**config.mk**
```make
export PLATFORM = sky130hd
export DESIGN_NAME = cfgx_translator
export DESIGN_NICKNAME = d
export VERILOG_FILES = /design/src/rtl/cfgx_pkg.sv /design/src/rtl/cfgx_addr_gen.sv /design/src/rtl/cfgx_lane.sv /design/src/rtl/cfgx_translator.sv
export SDC_FILE = /design/constraint.sdc
export NUM_CORES = 1
export LEC_CHECK = 0
export BUFFER_PORTS_ARGS = -buffer_cell sky130_fd_sc_hd__buf_2
export CAP_MARGIN = 0
export CORE_UTILIZATION = 25
export CTS_CLUSTER_SIZE = 30
export DETAILED_ROUTE_END_ITERATION = 10
export GPL_TIMING_DRIVEN = 0
export SETUP_SLACK_MARGIN = 0.2
export SKIP_LAST_GASP = 1
export SYNTH_ARGS = -nofsm -noshare
export SYNTH_HDL_FRONTEND = slang
export SYNTH_SLANG_ARGS = --single-unit
```
**constraint.sdc**
```tcl
create_clock -name clk -period 2.24 [get_ports clk]
set_clock_uncertainty 0.1 [all_clocks]
set_input_delay 0.336 -clock clk [delete_from_list [all_inputs] [get_ports clk]]
set_output_delay 0.336 -clock clk [all_outputs]
set_load 0.1 [all_outputs]
```
**src/rtl/cfgx_pkg.sv**
```systemverilog
package cfgx_pkg;

    typedef enum logic [1:0] {
        CS_OK       = 2'd0,
        CS_INVALID  = 2'd1,
        CS_NOTFOUND = 2'd2
    } cfgx_status_e;

    typedef enum logic [1:0] {
        PH_IDLE = 2'd0,
        PH_READ = 2'd1,
        PH_WRITE = 2'd2,
        PH_RESP = 2'd3
    } cfgx_phase_e;

endpackage

```
**src/rtl/cfgx_addr_gen.sv**
```systemverilog
module cfgx_addr_gen #(
    parameter int          ADDR_W    = 32,
    parameter int          BUS_W     = 8,
    parameter int          DEV_W     = 5,
    parameter int          FUNC_W    = 3,
    parameter int          OFFH_W    = 6,
    parameter int          LO_W      = 2,
    parameter int          SIZE_W    = 3,
    parameter int          SLOT_MAX  = 16,
    parameter int          SEL_BASE  = 16,
    parameter logic [31:0] WIN_MASK  = 32'hFC00_0000,
    parameter logic [31:0] CODE_T0   = 32'h0000_0002,
    parameter logic [31:0] CODE_T1   = 32'h0000_0003
) (
    input  logic [BUS_W-1:0]  bus_num,
    input  logic [DEV_W-1:0]  dev_num,
    input  logic [FUNC_W-1:0] func_num,
    input  logic [OFFH_W-1:0] off_hi,
    input  logic [SIZE_W-1:0] size,
    input  logic              card_mode,
    output logic              size_ok,
    output logic              dev_ok,
    output logic [ADDR_W-1:0] win_val,
    output logic [ADDR_W-1:0] acc_addr
);
    localparam int BUS_POS  = 16;
    localparam int DEV_POS  = 11;
    localparam int FUNC_POS = 8;

    logic              remote;
    logic [ADDR_W-1:0] sel_d;
    logic [ADDR_W-1:0] common_d;

    always_comb begin
        remote   = (bus_num != '0);
        size_ok  = (size == SIZE_W'(1)) || (size == SIZE_W'(2)) || (size == SIZE_W'(4));
        dev_ok   = !(card_mode && (dev_num > DEV_W'(1)))
                   && (remote || (32'(dev_num) < SLOT_MAX));
        sel_d    = ADDR_W'(1) << (32'(dev_num) + SEL_BASE);
        common_d = (ADDR_W'(func_num) << FUNC_POS) | (ADDR_W'(off_hi) << LO_W);
        if (remote) begin
            win_val  = CODE_T1;
            acc_addr = (ADDR_W'(bus_num) << BUS_POS)
                     | (ADDR_W'(dev_num) << DEV_POS) | common_d;
        end else begin
            win_val  = CODE_T0 | (sel_d & WIN_MASK);
            acc_addr = (sel_d & ~WIN_MASK) | common_d;
        end
    end

endmodule

```
**src/rtl/cfgx_lane.sv**
```systemverilog
module cfgx_lane #(
    parameter int DATA_W = 32,
    parameter int SIZE_W = 3,
    parameter int LO_W   = 2
) (
    input  logic [DATA_W-1:0] word,
    input  logic [DATA_W-1:0] new_data,
    input  logic [LO_W-1:0]   lo,
    input  logic [SIZE_W-1:0] size,
    output logic [DATA_W-1:0] rd_val,
    output logic [DATA_W-1:0] merged
);
    localparam int LANES = DATA_W / 8;

    logic              full;
    logic [DATA_W-1:0] size_mask;
    logic [DATA_W-1:0] src;

    always_comb begin
        full      = (32'(size) >= LANES);
        size_mask = full ? '1 : ((DATA_W'(1) << (32'(size) * 8)) - DATA_W'(1));
        rd_val    = (word >> {lo, 3'b000}) & size_mask;
        src       = full ? new_data : (new_data << {lo, 3'b000});
    end

    for (genvar b = 0; b < LANES; b++) begin : g_lane
        logic hit;
        always_comb begin
            hit = full || ((b >= 32'(lo)) && (b < 32'(lo) + 32'(size)));
            merged[b*8 +: 8] = hit ? src[b*8 +: 8] : word[b*8 +: 8];
        end
    end

endmodule

```
**src/rtl/cfgx_translator.sv**
```systemverilog
module cfgx_translator #(
    parameter int          ADDR_W   = 32,
    parameter int          DATA_W   = 32,
    parameter int          BUS_W    = 8,
    parameter int          DEV_W    = 5,
    parameter int          FUNC_W   = 3,
    parameter int          OFF_W    = 8,
    parameter int          SIZE_W   = 3,
    parameter int          SLOT_MAX = 16,
    parameter int          SEL_BASE = 16,
    parameter logic [31:0] WIN_MASK = 32'hFC00_0000,
    parameter logic [31:0] CODE_T0  = 32'h0000_0002,
    parameter logic [31:0] CODE_T1  = 32'h0000_0003
) (
    input  logic              clk,
    input  logic              rst_n,
    input  logic              card_mode,
    input  logic              req_valid,
    output logic              req_ready,
    input  logic              req_write,
    input  logic [BUS_W-1:0]  req_bus,
    input  logic [DEV_W-1:0]  req_dev,
    input  logic [FUNC_W-1:0] req_func,
    input  logic [OFF_W-1:0]  req_off,
    input  logic [SIZE_W-1:0] req_size,
    input  logic [DATA_W-1:0] req_wdata,
    output logic              done,
    output logic [1:0]        done_status,
    output logic [DATA_W-1:0] done_rdata,
    output logic              bus_req,
    output logic              bus_write,
    output logic [ADDR_W-1:0] bus_addr,
    output logic [DATA_W-1:0] bus_wdata,
    input  logic              bus_ack,
    input  logic              bus_err,
    input  logic [DATA_W-1:0] bus_rdata,
    output logic [ADDR_W-1:0] win_reg
);
    import cfgx_pkg::*;

    localparam int          LO_W      = $clog2(DATA_W / 8);
    localparam int          OFFH_W    = OFF_W - LO_W;
    localparam logic [31:0] SEL_FIELD = ~WIN_MASK & 32'hFFFF_0000;

    typedef struct packed {
        cfgx_phase_e       phase;
        logic              write;
        logic [LO_W-1:0]   lo;
        logic [SIZE_W-1:0] size;
        logic [DATA_W-1:0] wdata;
        logic [ADDR_W-1:0] addr;
        logic [ADDR_W-1:0] win;
        logic [DATA_W-1:0] bwdata;
        logic [DATA_W-1:0] rdata;
        cfgx_status_e      status;
    } xlate_t;

    xlate_t xl_d, xl_q;

    logic              size_ok, dev_ok;
    logic [ADDR_W-1:0] gen_win, gen_addr;
    logic [DATA_W-1:0] lane_rd, lane_merged;

    cfgx_addr_gen #(
        .ADDR_W(ADDR_W), .BUS_W(BUS_W), .DEV_W(DEV_W), .FUNC_W(FUNC_W),
        .OFFH_W(OFFH_W), .LO_W(LO_W), .SIZE_W(SIZE_W), .SLOT_MAX(SLOT_MAX),
        .SEL_BASE(SEL_BASE), .WIN_MASK(WIN_MASK), .CODE_T0(CODE_T0), .CODE_T1(CODE_T1)
    ) u_addr (
        .bus_num  (req_bus),
        .dev_num  (req_dev),
        .func_num (req_func),
        .off_hi   (req_off[OFF_W-1:LO_W]),
        .size     (req_size),
        .card_mode(card_mode),
        .size_ok  (size_ok),
        .dev_ok   (dev_ok),
        .win_val  (gen_win),
        .acc_addr (gen_addr)
    );

    cfgx_lane #(
        .DATA_W(DATA_W), .SIZE_W(SIZE_W), .LO_W(LO_W)
    ) u_lane (
        .word    (bus_rdata),
        .new_data(xl_q.wdata),
        .lo      (xl_q.lo),
        .size    (xl_q.size),
        .rd_val  (lane_rd),
        .merged  (lane_merged)
    );

    always_comb begin
        xl_d = xl_q;
        case (xl_q.phase)
            PH_IDLE: begin
                if (req_valid) begin
                    xl_d.write = req_write;
                    xl_d.lo    = req_off[LO_W-1:0];
                    xl_d.size  = req_size;
                    xl_d.wdata = req_wdata;
                    xl_d.rdata = '0;
                    if (!size_ok) begin
                        xl_d.status = CS_INVALID;
                        xl_d.phase  = PH_RESP;
                    end else if (!dev_ok) begin
                        xl_d.status = CS_NOTFOUND;
                        xl_d.phase  = PH_RESP;
                    end else begin
                        xl_d.win  = gen_win;
                        xl_d.addr = gen_addr;
                        if (req_write && (32'(req_size) == DATA_W / 8)) begin
                            xl_d.bwdata = req_wdata;
                            xl_d.phase  = PH_WRITE;
                        end else begin
                            xl_d.phase = PH_READ;
                        end
                    end
                end
            end
            PH_READ: begin
                if (bus_ack) begin
                    if (bus_err) begin
                        xl_d.status = CS_NOTFOUND;
                        xl_d.phase  = PH_RESP;
                    end else if (!xl_q.write) begin
                        xl_d.rdata  = lane_rd;
                        xl_d.status = CS_OK;
                        xl_d.phase  = PH_RESP;
                    end else begin
                        xl_d.bwdata = lane_merged;
                        xl_d.phase  = PH_WRITE;
                    end
                end
            end
            PH_WRITE: begin
                if (bus_ack) begin
                    xl_d.status = bus_err ? CS_NOTFOUND : CS_OK;
                    xl_d.phase  = PH_RESP;
                end
            end
            default: begin
                xl_d.phase = PH_IDLE;
            end
        endcase
    end

    always_ff @(posedge clk) begin
        if (!rst_n) begin
            xl_q <= '0;
        end else begin
            xl_q <= xl_d;
        end
    end

    always_comb begin
        req_ready   = (xl_q.phase == PH_IDLE);
        done        = (xl_q.phase == PH_RESP);
        done_status = xl_q.status;
        done_rdata  = xl_q.rdata;
        bus_req     = (xl_q.phase == PH_READ) || (xl_q.phase == PH_WRITE);
        bus_write   = (xl_q.phase == PH_WRITE);
        bus_addr    = xl_q.addr;
        bus_wdata   = xl_q.bwdata;
        win_reg     = xl_q.win;
    end

    AST_BUS_HOLD: assert property (@(posedge clk) disable iff (!rst_n)
        bus_req && !bus_ack |=> bus_req && $stable(bus_write) && $stable(bus_addr) && $stable(bus_wdata));

    AST_DONE_PULSE: assert property (@(posedge clk) disable iff (!rst_n)
        done |=> !done);

    AST_BUSY_AFTER_ACCEPT: assert property (@(posedge clk) disable iff (!rst_n)
        req_valid && req_ready |=> !req_ready);

    AST_IDLE_NO_BUS: assert property (@(posedge clk) disable iff (!rst_n)
        req_ready |-> !bus_req);

    AST_INVALID_NO_BUS: assert property (@(posedge clk) disable iff (!rst_n)
        done && (done_status == 2'd1) |-> $past(req_ready));

    AST_WIN_CODE: assert property (@(posedge clk) disable iff (!rst_n)
        bus_req |-> ((win_reg & ~WIN_MASK) == CODE_T0) || ((win_reg & ~WIN_MASK) == CODE_T1));

    AST_T0_ONEHOT: assert property (@(posedge clk) disable iff (!rst_n)
        bus_req && ((win_reg & ~WIN_MASK) == CODE_T0)
        |-> ($countones(win_reg & WIN_MASK) + $countones(bus_addr & SEL_FIELD)) == 1);

    AST_T1_WIN: assert property (@(posedge clk) disable iff (!rst_n)
        bus_req && ((win_reg & ~WIN_MASK) == CODE_T1) |-> (win_reg & WIN_MASK) == '0);

endmodule

```
Word level (Yosys, flattened, before mapping)
Index checks and enable logic that the tools add are counted.
{ "totals": {"ff_bits": 170, "input_bits": 98, "output_inout_bits": 134, "word_cells": 105} }
{ "op_classes": {"add_sub_neg": 3, "magnitude_cmp": 10, "n_eq_ne": 17, "n_shift": 4, "muxes": 31, "bitwise": 5, "n_reduce_logical": 25} }
{ "ops": {"columns": ["op", "count"], "rows": [
  ["two-way mux 32 bit", 6],
  ["two-way mux 96 bit", 2],
  ["two-way mux 170 bit", 1],
  ["one-hot mux 64 bit (2 select lines)", 1],
  ["two-way mux 66 bit", 1],
  ["< comparator 1 x 32 -> 1 bit, first input constant", 2],
  ["< comparator 2 x 32 -> 1 bit, first input constant", 2],
  ["two-way mux 64 bit", 1],
  ["two-way mux 34 bit", 1],
  ["bitwise AND 32 bit", 1],
  ["two-way mux 8 bit", 4],
  ["OR 24 x 32 -> 32 bit", 1],
  ["OR 26 x 32 -> 32 bit", 1],
  ["<< shifter 1 x 32 -> 32 bit, first input constant", 1],
  ["<< shifter 1 x 6 -> 32 bit, first input constant", 1],
  ["<< shifter 32 x 5 -> 32 bit", 1],
  ["right shift 32 x 5 -> 32 bit", 1],
  ["subtractor 32 x 1 -> 32 bit, second input constant", 1],
  ["OR 24 x 16 -> 24 bit", 1],
  ["two-way mux 2 bit", 11],
  ["one-hot mux 2 bit (3 select lines)", 2],
  ["OR 11 x 8 -> 11 bit", 1],
  ["!= test 2 bit, second input constant", 5],
  ["logical OR 1 bit", 8],
  ["27 further kinds", 38]
]} }

Longest topological paths before layout
{ "depth": {"depth_word": 9, "depth_mapped": 10, "depth_no_buf": 7} }

Modules after synthesis
A second synthesis with hierarchy kept.
{ "unflattened": {"hier_cells": 1271, "hier_area_um2": 9978.3} }
{ "by_module_without_submodules": {"columns": ["mod", "n_inst", "cells_each", "area_per_inst_um2", "seq_area_each_um2"], "rows": [
  ["cfgx_translator", 1, 908, 7527.2, 3403.3],
  ["cfgx_lane", 1, 270, 1834.3, 0.0],
  ["cfgx_addr_gen", 1, 93, 616.8, 0.0]
]} }

Worst setup path after synthesis
OpenSTA, ideal clock, no wires.
{ "synth_path": {"kind": "register to register", "startpoint": "register xl_q[168] (netlist name)", "endpoint": "register xl_q, in the netlist bus_wdata[20]", "setup_time_ns": 0.070, "arrival_time_ns": 2.537, "required_ns": 2.070, "path_slack_ns": -0.467, "path_stages_with_launch": 9, "path_buffers": 1, "period_less_slack_ns": 2.707, "path_cell_list": "dfxtp_1 inv_1 ha_1 nor2_1 a211o_1 o31ai_4 clkbuf_1 o21ai_0 a21oi_1"} }
{ "synth_between": {"elab_chain_cells": 3, "elab_cells_between_ends": 12, "cone_classes": "8 x eq/ne; 1 x mux; 3 x reduce/logical"} }
{ "synth_lines": {"columns": ["item", "line_no", "rtl"], "rows": [
  ["start: declaration", "cfgx_translator.sv:58", "xlate_t xl_d, xl_q;"],
  ["start signal: assignment", "cfgx_translator.sv:151", "xl_q <= xl_d;"],
  ["logical NOT 2 bit (*)", null, null],
  ["net req_ready", "cfgx_translator.sv:19", "output logic req_ready,"],
  ["!= test 2 x 1 -> 1 bit (no source line) (tied with other cells)", null, null],
  ["AND reduction 8 bit (no source line)", null, null]
]} }
The timed path passes the listed nets; every way through them passes the cells marked *.
A chain may end at the register's enable or synchronous reset.

Final worst setup path
{ "layout_path": {"startpoint": "register xl_q[162] (netlist name)", "endpoint": "register xl_q, in the netlist bus_wdata[3]"} }
{ "layout_between": {"elab_chain_cells": 9, "elab_cells_between_ends": 11, "cone_classes": "1 x add/sub; 2 x order compare; 6 x mux; 2 x reduce/logical"} }
{ "layout_lines": {"columns": ["item", "line_no", "rtl"], "rows": [
  ["adder 2 x 3 -> 4 bit", "cfgx_lane.sv:29", "hit = full || ((b >= 32'(lo)) && (b < 32'(lo) + 32'(size)));"],
  ["< comparator 1 x 32 -> 1 bit", "cfgx_lane.sv:29", null],
  ["logical AND 1 bit", "cfgx_lane.sv:29", null],
  ["logical OR 1 bit", "cfgx_lane.sv:29", null],
  ["two-way mux 8 bit (*)", "cfgx_lane.sv:30", "merged[b*8 +: 8] = hit ? src[b*8 +: 8] : word[b*8 +: 8];"],
  ["two-way mux 32 bit (*)", "cfgx_translator.sv:125", "end else if (!xl_q.write) begin"],
  ["two-way mux 64 bit (*)", "cfgx_translator.sv:122", "if (bus_err) begin"],
  ["two-way mux 66 bit (*)", "cfgx_translator.sv:121", "if (bus_ack) begin"],
  ["one-hot mux 64 bit (2 select lines) (*)", "cfgx_translator.sv:94", "case (xl_q.phase)"]
]} }
Mark *: on every way between the ends. The rest lies on a longest branch, timed or not. The select of a mux whose other input is x is not followed.

==> summary.md <==
| Metric | Value |
|---|---|
| Full die area | `33500 um^2` |
| Clock Tree Buf Depth | `2` |
| Flops & latches, synth | `between 100 and 150` |
| Min-delay src | `req_off[6]` |
| Commonest non-fill, non-tap cell in the layout | `buf_2` |
| # clock sinks | `140` |
| Maximum number of pins on one net before global-route repair | `17` |
| Average cell area after synthesis | `around 8 um^2` |
| Drt total wl | `roughly 32 mm` |
| CP required | `~2500 ps` |
| EDFF count, synth | `0` |
| Synth-to-layout area growth | `39.5%` |
| Max-slew violation count | `0` |
| Die W | `183 um` |
| Gpl congestion | `0.942` |
| CP Launch Type | `flip-flop` |
| First-pass GRT wire length | `between 40 and 50 mm` |
| DRC | `0` |
| PwrDens | `a little over 900 nW/um^2` |
| Vias per inst | `4.81` |
| Rows | `65` |
| Die height | `183 um` |
| Hold buffers post-CTS | `0` |
| Initial antenna violation count | `2` |
| # nets final | `1373` |
| WP data arrival | `2640 ps` |
| Fmax | `414 MHz` |
| Dpl hpwl | `roughly 24 mm` |
| Max reg flops | `40` |
| Initial core utilization | `0.257` |
| Total number of H-tree levels | `4` |
| Hold_ws | `45.8 ps` |
| Clock slew at reported path FFs | `roughly 70 ps` |
| Wire length on met2 | `14.4 mm` |
| Post-Layout Cell Count | `1717` |
| Max FO, Critical Path | `8` |
| Most frequent cells in the layout | `207 x buf_2, 170 x nand2_1, 154 x buf_4, 133 x dfxtp_1, 66 x a21boi_0` |
| Vias in the first global route | `approximately 7600` |
| Dpl cells | `1657` |
| DP Worst Slack | `-400 ps` |
| Final ANT Viol Nets | `0` |
| Fin worst setup slack | `-174 ps` |
| DRT Pass-1 Iters | `5` |
| Fin crit period | `roughly 2400 ps` |
| CTS tree | `done` |
| Leak pwr | `4.92 nW` |
| Synth Flop Type | `dfxtp_1` |
| Status | `finished with violations` |
| Post-Syn Area | `8200 um^2` |
| CTS root buffer | `clkbuf_16` |
| Skew-Pair Late Insertion Delay | `~430 ps` |
| Core area | `31900 um^2` |
| Gr usage total | `0.185` |
| Final period utilization | `1.08` |
| DR iter-0 viols | `around 700` |
| Total vias in the final route | `8265` |
| Fraction of layout cells with a size suffix above 1 | `0.440` |
| Grt ovf | `0` |
| Final hold violations | `0` |
| Num CTS Buffers | `17` |
| YS warnings | `0` |
| Register area share after synthesis | `0.342` |
| Worst setup startpoint | `xl_q[162]$_SDFFE_PN0P_` |
| WL met3 | `2.46 mm` |
| Worst hold path class | `primary input to flip-flop` |
| Largest Register | `xl_q` |
| IO Count | `232` |
| RSZ-0062 raised after global routing | `true` |
| Worst vdd ir | `0.599 mV` |
| DR top layer | `met4` |
| Crit path capture type | `flip-flop` |
| Asr flop ratio synth | `0` |
| Reg2reg start | `xl_q[162]$_SDFFE_PN0P_` |
| Worst slew pin tran | `804 ps` |
| # setup viols final | `24` |
| WL met1 | `13.8 mm` |
| Synth unique cells | `65` |
| Port buffer count | `198` |
| MaxCap Viol Count | `0` |
| Relative slew slack | `0.464` |
| Critical path class | `flip-flop to flip-flop` |
| FILL cells | `3357` |
| Failing checks | `setup timing` |
| Wire length per cell | `18.4 um` |
| Cell count after synthesis | `995` |
[Yosys cell counts (3+ instances only)]
cell type	number	area share
a211o_1	3	0.0032
a21boi_0	69	0.063
a21oi_1	32	0.020
a221o_1	7	0.0085
a222oi_1	8	0.0098
a22oi_1	31	0.028
a311oi_1	4	0.0043
a31oi_1	17	0.013
and3_1	3	0.0023
buf_1	7	0.0032
buf_2	12	0.0073
buf_4	132	0.12
clkbuf_1	51	0.023
dfxtp_1	140	0.34
ha_1	6	0.0092
inv_1	10	0.0046
mux2_2	31	0.043
mux2i_1	16	0.020
nand2_1	176	0.081
nand2b_1	17	0.013
nand3_1	32	0.020
nand3b_1	10	0.0092
nand4_1	3	0.0023
nor2_1	15	0.0069
nor2b_1	22	0.017
nor3_1	4	0.0024
nor3b_1	9	0.0082
o211a_1	6	0.0073
o21a_1	9	0.0082
o21ai_0	50	0.031
o21ai_1	3	0.0018
o221ai_1	16	0.017
o41ai_1	4	0.0043
or2_2	4	0.0031
[report_power, final]
group / switching (mW) / total (mW) / internal (mW)
combinational: 3.15 / 4.75 / 1.60
sequential: 0.214 / 2.92 / 2.70
clock: 1.25 / 2.83 / 1.58
total: 4.61 / 10.5 / 5.89
[logic make-up (layout without fill, tap and decap cells)]
| group | count (synthesis) | after routing | synth area share |
|---|---|---|---|
| simple gates | 308 | 308 | 0.178 |
| compound gates | 276 | 276 | 0.242 |
| buf+inv | 214 | 471 | 0.161 |
| flops | 140 | 140 | 0.342 |
| mux | 47 | 47 | 0.0621 |
| fa+ha+maj | 7 | 7 | 0.0116 |
| xor+xnor | 2 | 2 | 0.00214 |
| other cells | 1 | 31 | 0.000458 |
[what timing repair did]
action                                  in CTS  in global routing
cloned                                       4                  1
hold endpoints to repair                     0                  0
resized for setup                          103                 86
pin swaps                                   25                 27
setup buffers                               17                  5
endpoints found under the setup margin     105                100
[worst paths after layout]
kind              slack [ps]  cells past startpoint                   endpoint
hold / removal            50                      3   bus_addr[6]$_SDFFE_PN0P_
setup / recovery        -170                      8  bus_wdata[3]$_SDFFE_PN0P_
setup reg to reg        -170                      8  bus_wdata[3]$_SDFFE_PN0P_
hold reg to reg          360                      2  bus_addr[25]$_SDFFE_PN0P_
[layout make-up]
type	instances	area, um^2	share of cell area
Multi-Input combinational cell	670	4680	0.410
Sequential cell	140	2820	0.247
Buffer	204	1480	0.129
Timing Repair Buffer	225	1290	0.113
Tap cell	435	544	0.0476
Clock buffer	18	439	0.0384
Clock inverter	14	134	0.0117
Inverter	10	40.0	0.00350
Antenna cell	1	2.50	0.000219
[per-stage QoR]
stage          setup TNS (ps)  power (mW)  utilization  instance area (um^2)
5_1_grt                 -3750        10.9        0.359                 11400
3_3_place_gp           -20310        6.86        0.312                  9930
3_5_place_dp           -20710        6.88        0.312                  9930
6_report                -2940        10.5        0.359                 11400
2_1_floorplan               0        5.92            -                  8400
4_1_cts                 -2020        10.2        0.349                 11100
[critical path, stage by stage, from the launching register on]
cell	delay (ps)
dfxtp_4	360
ha_4	160
fa_2	450
or2_4	270
o31a_1	290
buf_6	150
mux2_4	300
a22oi_2	130
a21oi_1	90
[metal layers]
metal | vias to the layer above | GRT usage
met5 | - | 0
met2 | 426 | 0.299
met4 | 0 | 0.0650
met1 | 3873 | 0.245
met3 | 65 | 0.0351
li1 | 3901 | -
Note: power is estimated with default switching activity, not from simulation.
